`src/rtl/remap_pkg.sv`:
```
package remap_pkg;
  localparam int REG_W      = 32;
  localparam int NUM_IDX    = 8;
  localparam int IDX_W      = $clog2(NUM_IDX);
  localparam int TYPE_W     = 2;
  localparam int DOM_LSB    = 24;
  localparam int NRM_S1_BIT = 19;
  localparam int NRM_S0_BIT = 18;
  localparam int RSV_LSB    = 20;
  localparam int RSV_MSB    = 23;
  localparam int NUM_BANKS  = 2;

  typedef enum logic [TYPE_W-1:0] {
    MT_STRONG = 2'b00,
    MT_DEVICE = 2'b01,
    MT_NORMAL = 2'b10,
    MT_RSVD   = 2'b11
  } mem_type_e;

  function automatic logic [REG_W-1:0] keep_mask();
    logic [REG_W-1:0] m;
    m = '1;
    for (int i = RSV_LSB; i <= RSV_MSB; i++) m[i] = 1'b0;
    return m;
  endfunction
endpackage

```
`src/rtl/remap_gate.sv`:
```
module remap_gate #(
  parameter int EL_W   = 2,
  parameter int MIN_EL = 1
) (
  input  logic            req,
  input  logic [EL_W-1:0] el,
  input  logic            long_desc,
  output logic            grant,
  output logic            refuse
);
  logic level_ok;

  always_comb begin
    level_ok = (32'(el) >= MIN_EL);
    grant    = req && level_ok && !long_desc;
    refuse   = req && !grant;
  end
endmodule

```
`src/rtl/remap_bank.sv`:
```
module remap_bank
  import remap_pkg::*;
(
  input  logic             clk,
  input  logic             rst_n,
  input  logic             wr_en,
  input  logic             wr_sel,
  input  logic [REG_W-1:0] wr_data,
  input  logic             rd_sel_a,
  output logic [REG_W-1:0] rd_data_a,
  input  logic             rd_sel_b,
  output logic [REG_W-1:0] rd_data_b
);
  localparam logic [REG_W-1:0] MASK = keep_mask();

  logic [REG_W-1:0] bank_q [NUM_BANKS];

  for (genvar g = 0; g < NUM_BANKS; g++) begin : g_bank
    logic             en;
    logic [REG_W-1:0] nxt;

    always_comb begin
      en  = wr_en && (32'(wr_sel) == g);
      nxt = wr_data & MASK;
    end

    always_ff @(posedge clk or negedge rst_n) begin
      if (!rst_n)  bank_q[g] <= '0;
      else if (en) bank_q[g] <= nxt;
    end


    rsv_zero_chk: assert property (@(posedge clk) disable iff (!rst_n)
      bank_q[g][RSV_MSB:RSV_LSB] == '0);


    bank_isolate_chk: assert property (@(posedge clk) disable iff (!rst_n)
      (wr_en && (32'(wr_sel) != g)) |=> $stable(bank_q[g]));
  end

  always_comb begin
    rd_data_a = bank_q[rd_sel_a];
    rd_data_b = bank_q[rd_sel_b];
  end
endmodule

```
`src/rtl/remap_resolve.sv`:
```
module remap_resolve
  import remap_pkg::*;
(
  input  logic [REG_W-1:0]  ctrl,
  input  logic [IDX_W-1:0]  idx,
  input  logic              s_bit,
  output logic [TYPE_W-1:0] mtype,
  output logic              shareable,
  output logic              inner,
  output logic              rsvd
);
  always_comb begin
    mtype     = ctrl[TYPE_W*idx +: TYPE_W];
    shareable = 1'b0;
    inner     = 1'b0;
    rsvd      = 1'b0;
    unique case (mem_type_e'(mtype))
      MT_STRONG, MT_DEVICE: shareable = 1'b1;
      MT_NORMAL: begin
        shareable = s_bit ? ctrl[NRM_S1_BIT] : ctrl[NRM_S0_BIT];
        inner     = shareable && ctrl[DOM_LSB + 32'(idx)];
      end
      default: rsvd = 1'b1;
    endcase
  end


  always_comb begin
    dom_only_normal_chk: assert (!inner || (shareable && mtype == MT_NORMAL));
  end
endmodule

```
`src/rtl/attr_remap_unit.sv`:
```
module attr_remap_unit
  import remap_pkg::*;
#(
  parameter int EL_W   = 2,
  parameter int MIN_EL = 1
) (
  input  logic             clk,
  input  logic             rst_n,
  input  logic             cfg_req,
  input  logic             cfg_we,
  input  logic [EL_W-1:0]  cfg_el,
  input  logic             cfg_ns,
  input  logic             cfg_long_desc,
  input  logic [REG_W-1:0] cfg_wdata,
  output logic [REG_W-1:0] cfg_rdata,
  output logic             cfg_err,
  input  logic             lkp_valid,
  input  logic             lkp_ns,
  input  logic             lkp_tex0,
  input  logic             lkp_c,
  input  logic             lkp_b,
  input  logic             lkp_s,
  output logic [TYPE_W-1:0] lkp_type,
  output logic             lkp_shareable,
  output logic             lkp_inner,
  output logic             lkp_err
);
  logic [1:0] rst_sync_q;
  logic       rst_n_s;

  always_ff @(posedge clk or negedge rst_n) begin
    if (!rst_n) rst_sync_q <= '0;
    else        rst_sync_q <= {rst_sync_q[0], 1'b1};
  end
  assign rst_n_s = rst_sync_q[1];

  logic grant, refuse;

  remap_gate #(.EL_W(EL_W), .MIN_EL(MIN_EL)) u_gate (
    .req       (cfg_req),
    .el        (cfg_el),
    .long_desc (cfg_long_desc),
    .grant     (grant),
    .refuse    (refuse)
  );

  logic [REG_W-1:0] cfg_word, lkp_word;
  logic             wr_en;

  assign wr_en = grant && cfg_we;

  remap_bank u_bank (
    .clk       (clk),
    .rst_n     (rst_n_s),
    .wr_en     (wr_en),
    .wr_sel    (cfg_ns),
    .wr_data   (cfg_wdata),
    .rd_sel_a  (cfg_ns),
    .rd_data_a (cfg_word),
    .rd_sel_b  (lkp_ns),
    .rd_data_b (lkp_word)
  );

  logic [IDX_W-1:0] lkp_idx;
  logic             lkp_rsvd;

  assign lkp_idx = {lkp_tex0, lkp_c, lkp_b};

  remap_resolve u_resolve (
    .ctrl      (lkp_word),
    .idx       (lkp_idx),
    .s_bit     (lkp_s),
    .mtype     (lkp_type),
    .shareable (lkp_shareable),
    .inner     (lkp_inner),
    .rsvd      (lkp_rsvd)
  );

  assign cfg_rdata = (grant && !cfg_we) ? cfg_word : '0;

  logic cfg_err_d, cfg_err_q, lkp_err_d, lkp_err_q;

  always_comb begin
    cfg_err_d = refuse;
    lkp_err_d = lkp_valid && lkp_rsvd;
  end

  always_ff @(posedge clk or negedge rst_n_s) begin
    if (!rst_n_s) begin
      cfg_err_q <= 1'b0;
      lkp_err_q <= 1'b0;
    end else begin
      cfg_err_q <= cfg_err_d;
      lkp_err_q <= lkp_err_d;
    end
  end

  assign cfg_err = cfg_err_q;
  assign lkp_err = lkp_err_q;


  refused_read_zero_chk: assert property (@(posedge clk) disable iff (!rst_n_s)
    (cfg_req && 32'(cfg_el) < MIN_EL) |-> (cfg_rdata == '0));


  long_desc_err_chk: assert property (@(posedge clk) disable iff (!rst_n_s)
    (cfg_req && cfg_long_desc) |=> cfg_err);


  rsvd_lookup_err_chk: assert property (@(posedge clk) disable iff (!rst_n_s)
    (lkp_valid && lkp_type == MT_RSVD) |=> lkp_err);


  rsvd_no_share_chk: assert property (@(posedge clk) disable iff (!rst_n_s)
    (lkp_type == MT_RSVD) |-> (!lkp_shareable && !lkp_inner));


  err_single_pulse_chk: assert property (@(posedge clk) disable iff (!rst_n_s)
    !$past(cfg_req) |-> !cfg_err);
endmodule

```
`config.mk`:
```
export PLATFORM = sky130hd
export DESIGN_NAME = attr_remap_unit
export DESIGN_NICKNAME = d
export VERILOG_FILES = /design/src/rtl/remap_pkg.sv /design/src/rtl/remap_gate.sv /design/src/rtl/remap_bank.sv /design/src/rtl/remap_resolve.sv /design/src/rtl/attr_remap_unit.sv
export SDC_FILE = /design/constraint.sdc
export NUM_CORES = 1
export LEC_CHECK = 0
export BUFFER_PORTS_ARGS = -buffer_cell sky130_fd_sc_hd__clkbuf_2
export CELL_PAD_IN_SITES_DETAIL_PLACEMENT = 0
export CELL_PAD_IN_SITES_GLOBAL_PLACEMENT = 1
export CORE_MARGIN = 4
export CORE_UTILIZATION = 42
export CTS_CLUSTER_SIZE = 8
export DETAILED_ROUTE_END_ITERATION = 8
export HOLD_SLACK_MARGIN = 0.1
export PLACE_DENSITY_LB_ADDON = 0.1
export RECOVER_POWER = 50
export SYNTH_ARGS = -nofsm -noshare
export SYNTH_HDL_FRONTEND = slang
export SYNTH_SLANG_ARGS = --single-unit
```
`constraint.sdc`:
```
create_clock -name clk -period 2.4 [get_ports clk]
set_clock_uncertainty 0.05 [all_clocks]
set_input_delay 0.36 -clock clk [delete_from_list [all_inputs] [get_ports clk]]
set_output_delay 0.36 -clock clk [all_outputs]
set_load 0.05 [all_outputs]
```
==> summary.md, run 1 <==
| Metric | Value |
|---|---|
| Pwr Total | 3.219 mW |
| Core area | a little over 0.007 mm² |
| RePlAce Congestion | between 0.7 and 0.8 |
| Critical Path Max Stage Delay | slightly below 0.5 ns |
| Final HPWL from detailed placement | between 5 and 6 mm |
| Slew Limit Fails | 0 |
| Die height | approximately 94 µm |
| Commonest non-fill, non-tap cell in the layout | dfrtp_1 |
| Final Critical Period | 2.407 ns |
| Synthesized area | 0.003119 mm² |
| M1 wire length | around 3.4 mm |
| TritonCTS Buffers | 9 |
| Status | complete, but fails checks |
| Die area | 0.008870 mm² |
| Largest net degree at the start of global routing | 32 |
| Uppermost layer routed | met4 |
| Leak | ~2 nW |
| CP Launch Type | flip-flop |
| Die W | approximately 94 µm |
| Total GRT Usage | between 10% and 20% |
| Vias per cell | slightly above 5 |
| Hold Fails Final Rpt | 0 |
| Final Setup Violations | 2 |
| Number of global-route vias before repair | ~2200 |
| Kind of critical path | flip-flop to primary output |
| DRC violations left | 0 |
| First-pass GRT wire length | about 11 mm |
| Detailed Routing Iterations Pass 1 | 4 |
| # fillers | ~670 |
| Grt ovf | 0 |
| Antenna violations before repair | 0 |
| Most frequent cells in the layout | 60 x dfrtp_1, 54 x clkbuf_2, 48 x mux2_1 |
| Failing checks | negative setup slack |
| Worst path arrival time | around 2 ns |
| Max-slew headroom | 24.21% |
| Iteration-0 DRC Markers | 20 |
| Nets | between 300 and 400 |
| HP Class | primary input to flip-flop |
| Port bufs | 75 |
| Fin area | between 0.004 and 0.005 mm² |
| Starting Density | between 40% and 50% |
| Crit path cell chain | mux4_2 -> a22oi_2 -> nand3_2 -> and4b_2 -> buf_8 |
| Met3 wire length | ~340 µm |
| CP Capture Type | primary output |
| Final period utilization | 100.3% |
| Worst path slowest cell | mux4_2 |
| Syn Area/Cell | between 10 and 15 µm² |
| Antenna viol nets, final | 0 |
| Total negative setup slack | -0.01258 ns |
| Yosys cell types | 24 |
| TritonCTS clock tree | yes |
| Number of top-level pins | 84 |
| Placed inst area | 0.003889 mm² |
| Crit-path max FO | 3 |
| Total length of routed wires | between 7 and 8 mm |
| Root buf cell | clkbuf_8 |
| Worst setup margin | -0.007452 ns |
| Area added between synthesis and finish | 32.21% |
| Max IR drop VDD | roughly 370 µV |
| Ant diodes | 0 |
| Yosys warnings | 0 |
| Max Clock Freq | between 400 and 500 MHz |
| Row count | 31 |
| Clock sinks | 60 |
| Critical path data required time | ~2.0 ns |
| Routed len/inst | roughly 17 µm |
| Seq/Total Area, Yosys | slightly below 50% |
| Synth Instances | approximately 230 |
| Vias | between 2000 and 2500 |
| Number of H-tree levels | 3 |
| Total of max-cap violations | 0 |
| Clock slew at reported path FFs | 0.07 ns |
| PD cells | about 780 mW/mm² |
| Metal2 WL | 3.225 mm |
| Maximum root-to-sink buffer count | 2 |
| Layout cell share with drive strength beyond 1 | 39.69% |
| Clk Latency, worst-skew pair | 0.32 ns |
| Seq cells post-synth | 60 |
| Slew @ Worst Pin | around 1.1 ns |
| RSZ-0062 raised after global routing | yes |
-- critical path: cells and delay by family (launching register included) --
| family | cells | cell delay (ns) |
|---|---|---|
| buffers and inverters | 1 | 0.15 |
| flip-flops | 1 | 0.39 |
| AND/OR/NAND/NOR | 2 | 0.43 |
| multiplexers | 1 | 0.49 |
| AO/OA/AOI/OAI | 1 | 0.22 |
-- timing repair --
action,4_1_cts,5_1_grt
pin swaps,2,3
buffers inserted,2,0
gates resized for setup,9,4
hold buffers,1,0
hold endpoints to repair,2,0
setup endpoints to repair,3,3
-- report_power, final --
group          switching, mW  leakage [nW]  internal [mW]
logic                  0.398          1.12          0.426
clock network          0.375         0.113          0.608
registers              0.168         0.726           1.24
-- synthesized netlist by cell type --
| master | count | share of area [%] |
|---|---|---|
| nand4b_1 | 1 | 0.28 |
| clkbuf_1 | 3 | 0.36 |
| nand3_1 | 2 | 0.32 |
| nand2_1 | 2 | 0.24 |
| inv_1 | 1 | 0.12 |
| o21ai_1 | 1 | 0.16 |
| dfrtp_1 | 60 | 48 |
| nor2_1 | 31 | 3.7 |
| mux4_1 | 6 | 5.1 |
| mux2_2 | 8 | 2.9 |
| buf_4 | 4 | 0.96 |
| conb_1 | 2 | 0.24 |
| a22oi_2 | 2 | 0.80 |
| mux4_2 | 7 | 5.1 |
| nand3_2 | 2 | 0.64 |
| buf_6 | 1 | 0.36 |
| nor2b_1 | 3 | 0.60 |
| and4b_1 | 1 | 0.32 |
| buf_2 | 10 | 1.6 |
| mux2i_1 | 31 | 9.9 |
| and3_1 | 1 | 0.20 |
| nand3b_1 | 1 | 0.24 |
| mux2_1 | 48 | 17 |
| nand4_2 | 1 | 0.40 |
-- state kept, by name, indices dropped and copies added, names as in the netlist --
signal	cells
u_bank.bank_q	56
rst_sync_q	2
cfg_err	1
lkp_err	1
-- layout make-up --
cell class / instances / area [µm²] / area share, %
clock buffers: 11 / 141.4 / 3.428
multi-input cells: 153 / 1516 / 36.77
flip-flops and latches: 60 / 1501 / 36.41
clock inverters: 5 / 75.07 / 1.820
repair buffers: 90 / 762.0 / 18.48
inverters: 1 / 3.754 / 0.09102
well taps: 99 / 123.9 / 3.004
-- through the flow --
step           std cells  utilization [%]  hold WS [ns]  setup WS (ns)
6_report             419            56.86        0.2115      -0.007452
5_1_grt              419            56.86        0.2046       -0.08495
4_1_cts              419            57.12        0.1992       -0.02140
3_5_place_dp         400            53.61       0.09779       -0.08738
3_3_place_gp         400            53.61       0.09675       -0.07690
2_1_floorplan        232                -       0.01441        0.02257
-- cells by family (layout without fill, tap and decap cells) --
family	after synthesis	count (layout)	share of synthesized area [%]
AO/OA/AOI/OAI	3	3	0.9624
flip-flops	60	60	48.13
other	2	5	0.2408
multiplexers	100	100	40.27
AND/OR/NAND/NOR	45	45	6.980
buffers and inverters	19	107	3.409
-- metal layers --
metal  vias to the layer above  track usage (%)
met5                         -                0
met4                         0            5.776
met3                         7            3.365
met2                        54            26.18
met1                      1070            23.64
li1                       1001                -
-- path summary, 6_finish.rpt --
check | from | end | slack (ns) | cells past startpoint
max reg2reg | rst_sync_q[1] | u_bank.bank_q[41] | 0.51 | 1
max | u_bank.bank_q[2] | lkp_inner | -0.007 | 5
min in group asynchronous | rst_n | rst_sync_q[1] | 0.29 | 2
max in group asynchronous | rst_sync_q[1] | u_bank.bank_q[41] | 0.51 | 1
min reg2reg | rst_sync_q[0] | rst_sync_q[1] | 0.30 | 0
min | cfg_wdata[28] | u_bank.bank_q[60] | 0.21 | 2
Power figures use the tool's default switching activity.
==> inputs of run 2 (changes only) <==
--- a/config.mk
+++ b/config.mk
@@ -15,6 +15,7 @@
 export HOLD_SLACK_MARGIN = 0.1
 export PLACE_DENSITY_LB_ADDON = 0.1
 export RECOVER_POWER = 50
+export REMOVE_ABC_BUFFERS = 1
 export SYNTH_ARGS = -nofsm -noshare
 export SYNTH_HDL_FRONTEND = slang
 export SYNTH_SLANG_ARGS = --single-unit
==> run 2 against run 1 <==
Against the previous run: the flow still finishes with violations (negative setup slack); clock power hardly changed; non-clock buffer count is 2 higher; via count is 0.47% lower; maximum frequency is 0.27% higher; combinational power hardly changed; final area is 0.42% lower; flip-flop and latch count stayed put; total power is 0.59% higher.
==> summary.md, run 2 (same netlist as run 1, synthesis figures left out) <==
| Metric | Value |
|---|---|
| Vias | 2122 |
| M1 wire length | 3.139 mm |
| Largest net degree at the start of global routing | 59 |
| CP bufs+invs | 1 |
| Fin area | between 0.004 and 0.005 mm² |
| RePlAce Congestion | 0.7301 |
| Total GRT Usage | 16.87% |
| Leak | 1.943 nW |
| Maximum root-to-sink buffer count | 2 |
| Crit-path max FO | 3 |
| Core area | around 0.0073 mm² |
| Clock sinks | 60 |
| Failing checks | negative setup slack |
| Worst r2r src | u_bank.bank_q[3] |
| TritonCTS clock tree | yes |
| Grt ovf | 0 |
| Slew @ Worst Pin | 1.452 ns |
| CP Launch Type | flip-flop |
| Max FFs per register | 56 |
| CP Launch Point | u_bank.bank_q[34] |
| Hold Fails Final Rpt | 0 |
| CP Capture Type | primary output |
| Worst path slowest cell | mux4_2 |
| Vias per cell | between 5 and 6 |
| Die W | about 94 µm |
| Hold path startpoint | cfg_wdata[6] |
| Max Clock Freq | about 420 MHz |
| Final Setup Violations | 1 |
| Clock slew at reported path FFs | approximately 0.070 ns |
| Worst setup margin | -0.0009170 ns |
| Number of global-route vias before repair | 2180 |
| Number of H-tree levels | 3 |
| Commonest non-fill, non-tap cell in the layout | dfrtp_1 |
| DRC violations left | 0 |
| Starting Density | 43.01% |
| Placed inst area | 0.003859 mm² |
| Critical Path Max Stage Delay | between 0.4 and 0.5 ns |
| Ant diodes | 0 |
| PD cells | between 700 and 800 mW/mm² |
| Most frequent cells in the layout | 59 x dfrtp_1, 58 x clkbuf_2, 48 x mux2_1 |
| TritonCTS Buffers | 9 |
| Post-Layout Cell Count | 421 |
| Iteration-0 DRC Markers | 71 |
| HP Class | primary input to flip-flop |
| Metal2 WL | about 3.2 mm |
| Uppermost layer routed | met4 |
| Routed len/inst | roughly 16 µm |
| Port bufs | 75 |
| Kind of critical path | flip-flop to primary output |
| Root buf cell | clkbuf_8 |
| Total of max-cap violations | 0 |
| Biggest regs | u_bank.bank_q: 56 flops, rst_sync_q: 2 flops |
| Antenna viol nets, final | 0 |
| Largest Register | u_bank.bank_q |
| Worst path arrival time | 1.99 ns |
| Nets | ~360 |
| Number of top-level pins | 84 |
| Top delay family on crit path | multiplexers |
| Final HPWL from detailed placement | about 4.8 mm |
| Status | complete, but fails checks |
| Die area | a little under 0.009 mm² |
| Row count | 31 |
| Final period utilization | 100.0% |
| Max IR drop VDD | ~390 µV |
| # fillers | approximately 630 |
| Antenna violations before repair | 0 |
| Slew Limit Fails | 0 |
| Met3 wire length | roughly 400 µm |
| Layout cell share with drive strength beyond 1 | between 30% and 40% |
| Critical path data required time | slightly below 2 ns |
| Final Critical Period | between 2 and 2.5 ns |
| RSZ-0062 raised after global routing | yes |
| Die height | about 94 µm |
| Total length of routed wires | 6.849 mm |
| Max-slew headroom | about 3.2% |
| First-pass GRT wire length | about 11 mm |
| Crit path cell chain | mux4_2 -> a22oi_2 -> nand3_2 -> and4b_1 -> buf_8 |
| Clk Latency, worst-skew pair | 0.33 ns |
| Placed cells | ~400 |
| Detailed Routing Iterations Pass 1 | 4 |
| Area added between synthesis and finish | 31.65% |
## run 2: metal layers
layer | track usage (%) | vias to the layer above
met3 | 3.846 | 9
met4 | 5.415 | 0
li1 | - | 994
met1 | 24.13 | 1055
met5 | 0 | -
met2 | 25.35 | 64
## run 2: layout make-up
cell class | instances | area, µm² | area share, %
Clock buffer | 10 | 137.6 | 3.352
Clock inverter | 6 | 87.58 | 2.133
Inverter | 1 | 3.754 | 0.09141
Multi-Input combinational cell | 153 | 1511 | 36.81
Sequential cell | 60 | 1503 | 36.59
Tap cell | 99 | 123.9 | 3.016
Timing Repair Buffer | 92 | 739.5 | 18.01
## run 2: worst reg2reg max path, cell delays in order (launching register included)
cell and delay (ns):
dfrtp_1 0.39, mux4_2 0.48, a22oi_2 0.22, nand3_2 0.12
buf_4 0.15, and3_1 0.17
## run 2: path summary, 6_finish.rpt
kind / to / slack (ns) / cells past startpoint
max: lkp_inner / -0.0009 / 5
min: u_bank.bank_q[6] / 0.20 / 2
max reg2reg: lkp_err / 0.71 / 5
min reg2reg: rst_sync_q[1] / 0.30 / 0
max in group asynchronous: u_bank.bank_q[51] / 0.78 / 1
min in group asynchronous: rst_sync_q[0] / 0.28 / 2
## run 2: what timing repair did
| item | in CTS | in global routing |
|---|---|---|
| pin swaps | 2 | 2 |
| gates resized for setup | 6 | 6 |
| buffers inserted | 3 | 0 |
| hold endpoints to repair | 2 | 0 |
| gates cloned | 0 | 0 |
| hold buffers | 1 | 0 |
| setup endpoints to repair | 2 | 4 |
## run 2: through the flow
step | utilization [%] | hold WS [ns] | setup slack, ns | power (mW) | setup TNS [ns]
after floorplan | - | 0.01441 | -0.2102 | 1.938 | -0.2582
after global placement | 53.20 | 0.09701 | -0.07571 | 2.205 | -0.07571
after detailed placement | 53.20 | 0.1010 | -0.07838 | 2.224 | -0.07838
after CTS | 56.86 | 0.1868 | -0.02864 | 3.280 | -0.02864
after global routing | 56.62 | 0.1934 | -0.08948 | 3.432 | -0.1007
final | 56.62 | 0.1987 | -0.0009170 | 3.238 | -0.0009170
## run 2: power breakdown
group | total [mW] | internal, mW | switching (mW)
combinational | 0.823 | 0.425 | 0.399
clock | 1.01 | 0.610 | 0.404
sequential | 1.40 | 1.24 | 0.157
total | 3.24 | 2.28 | 0.959
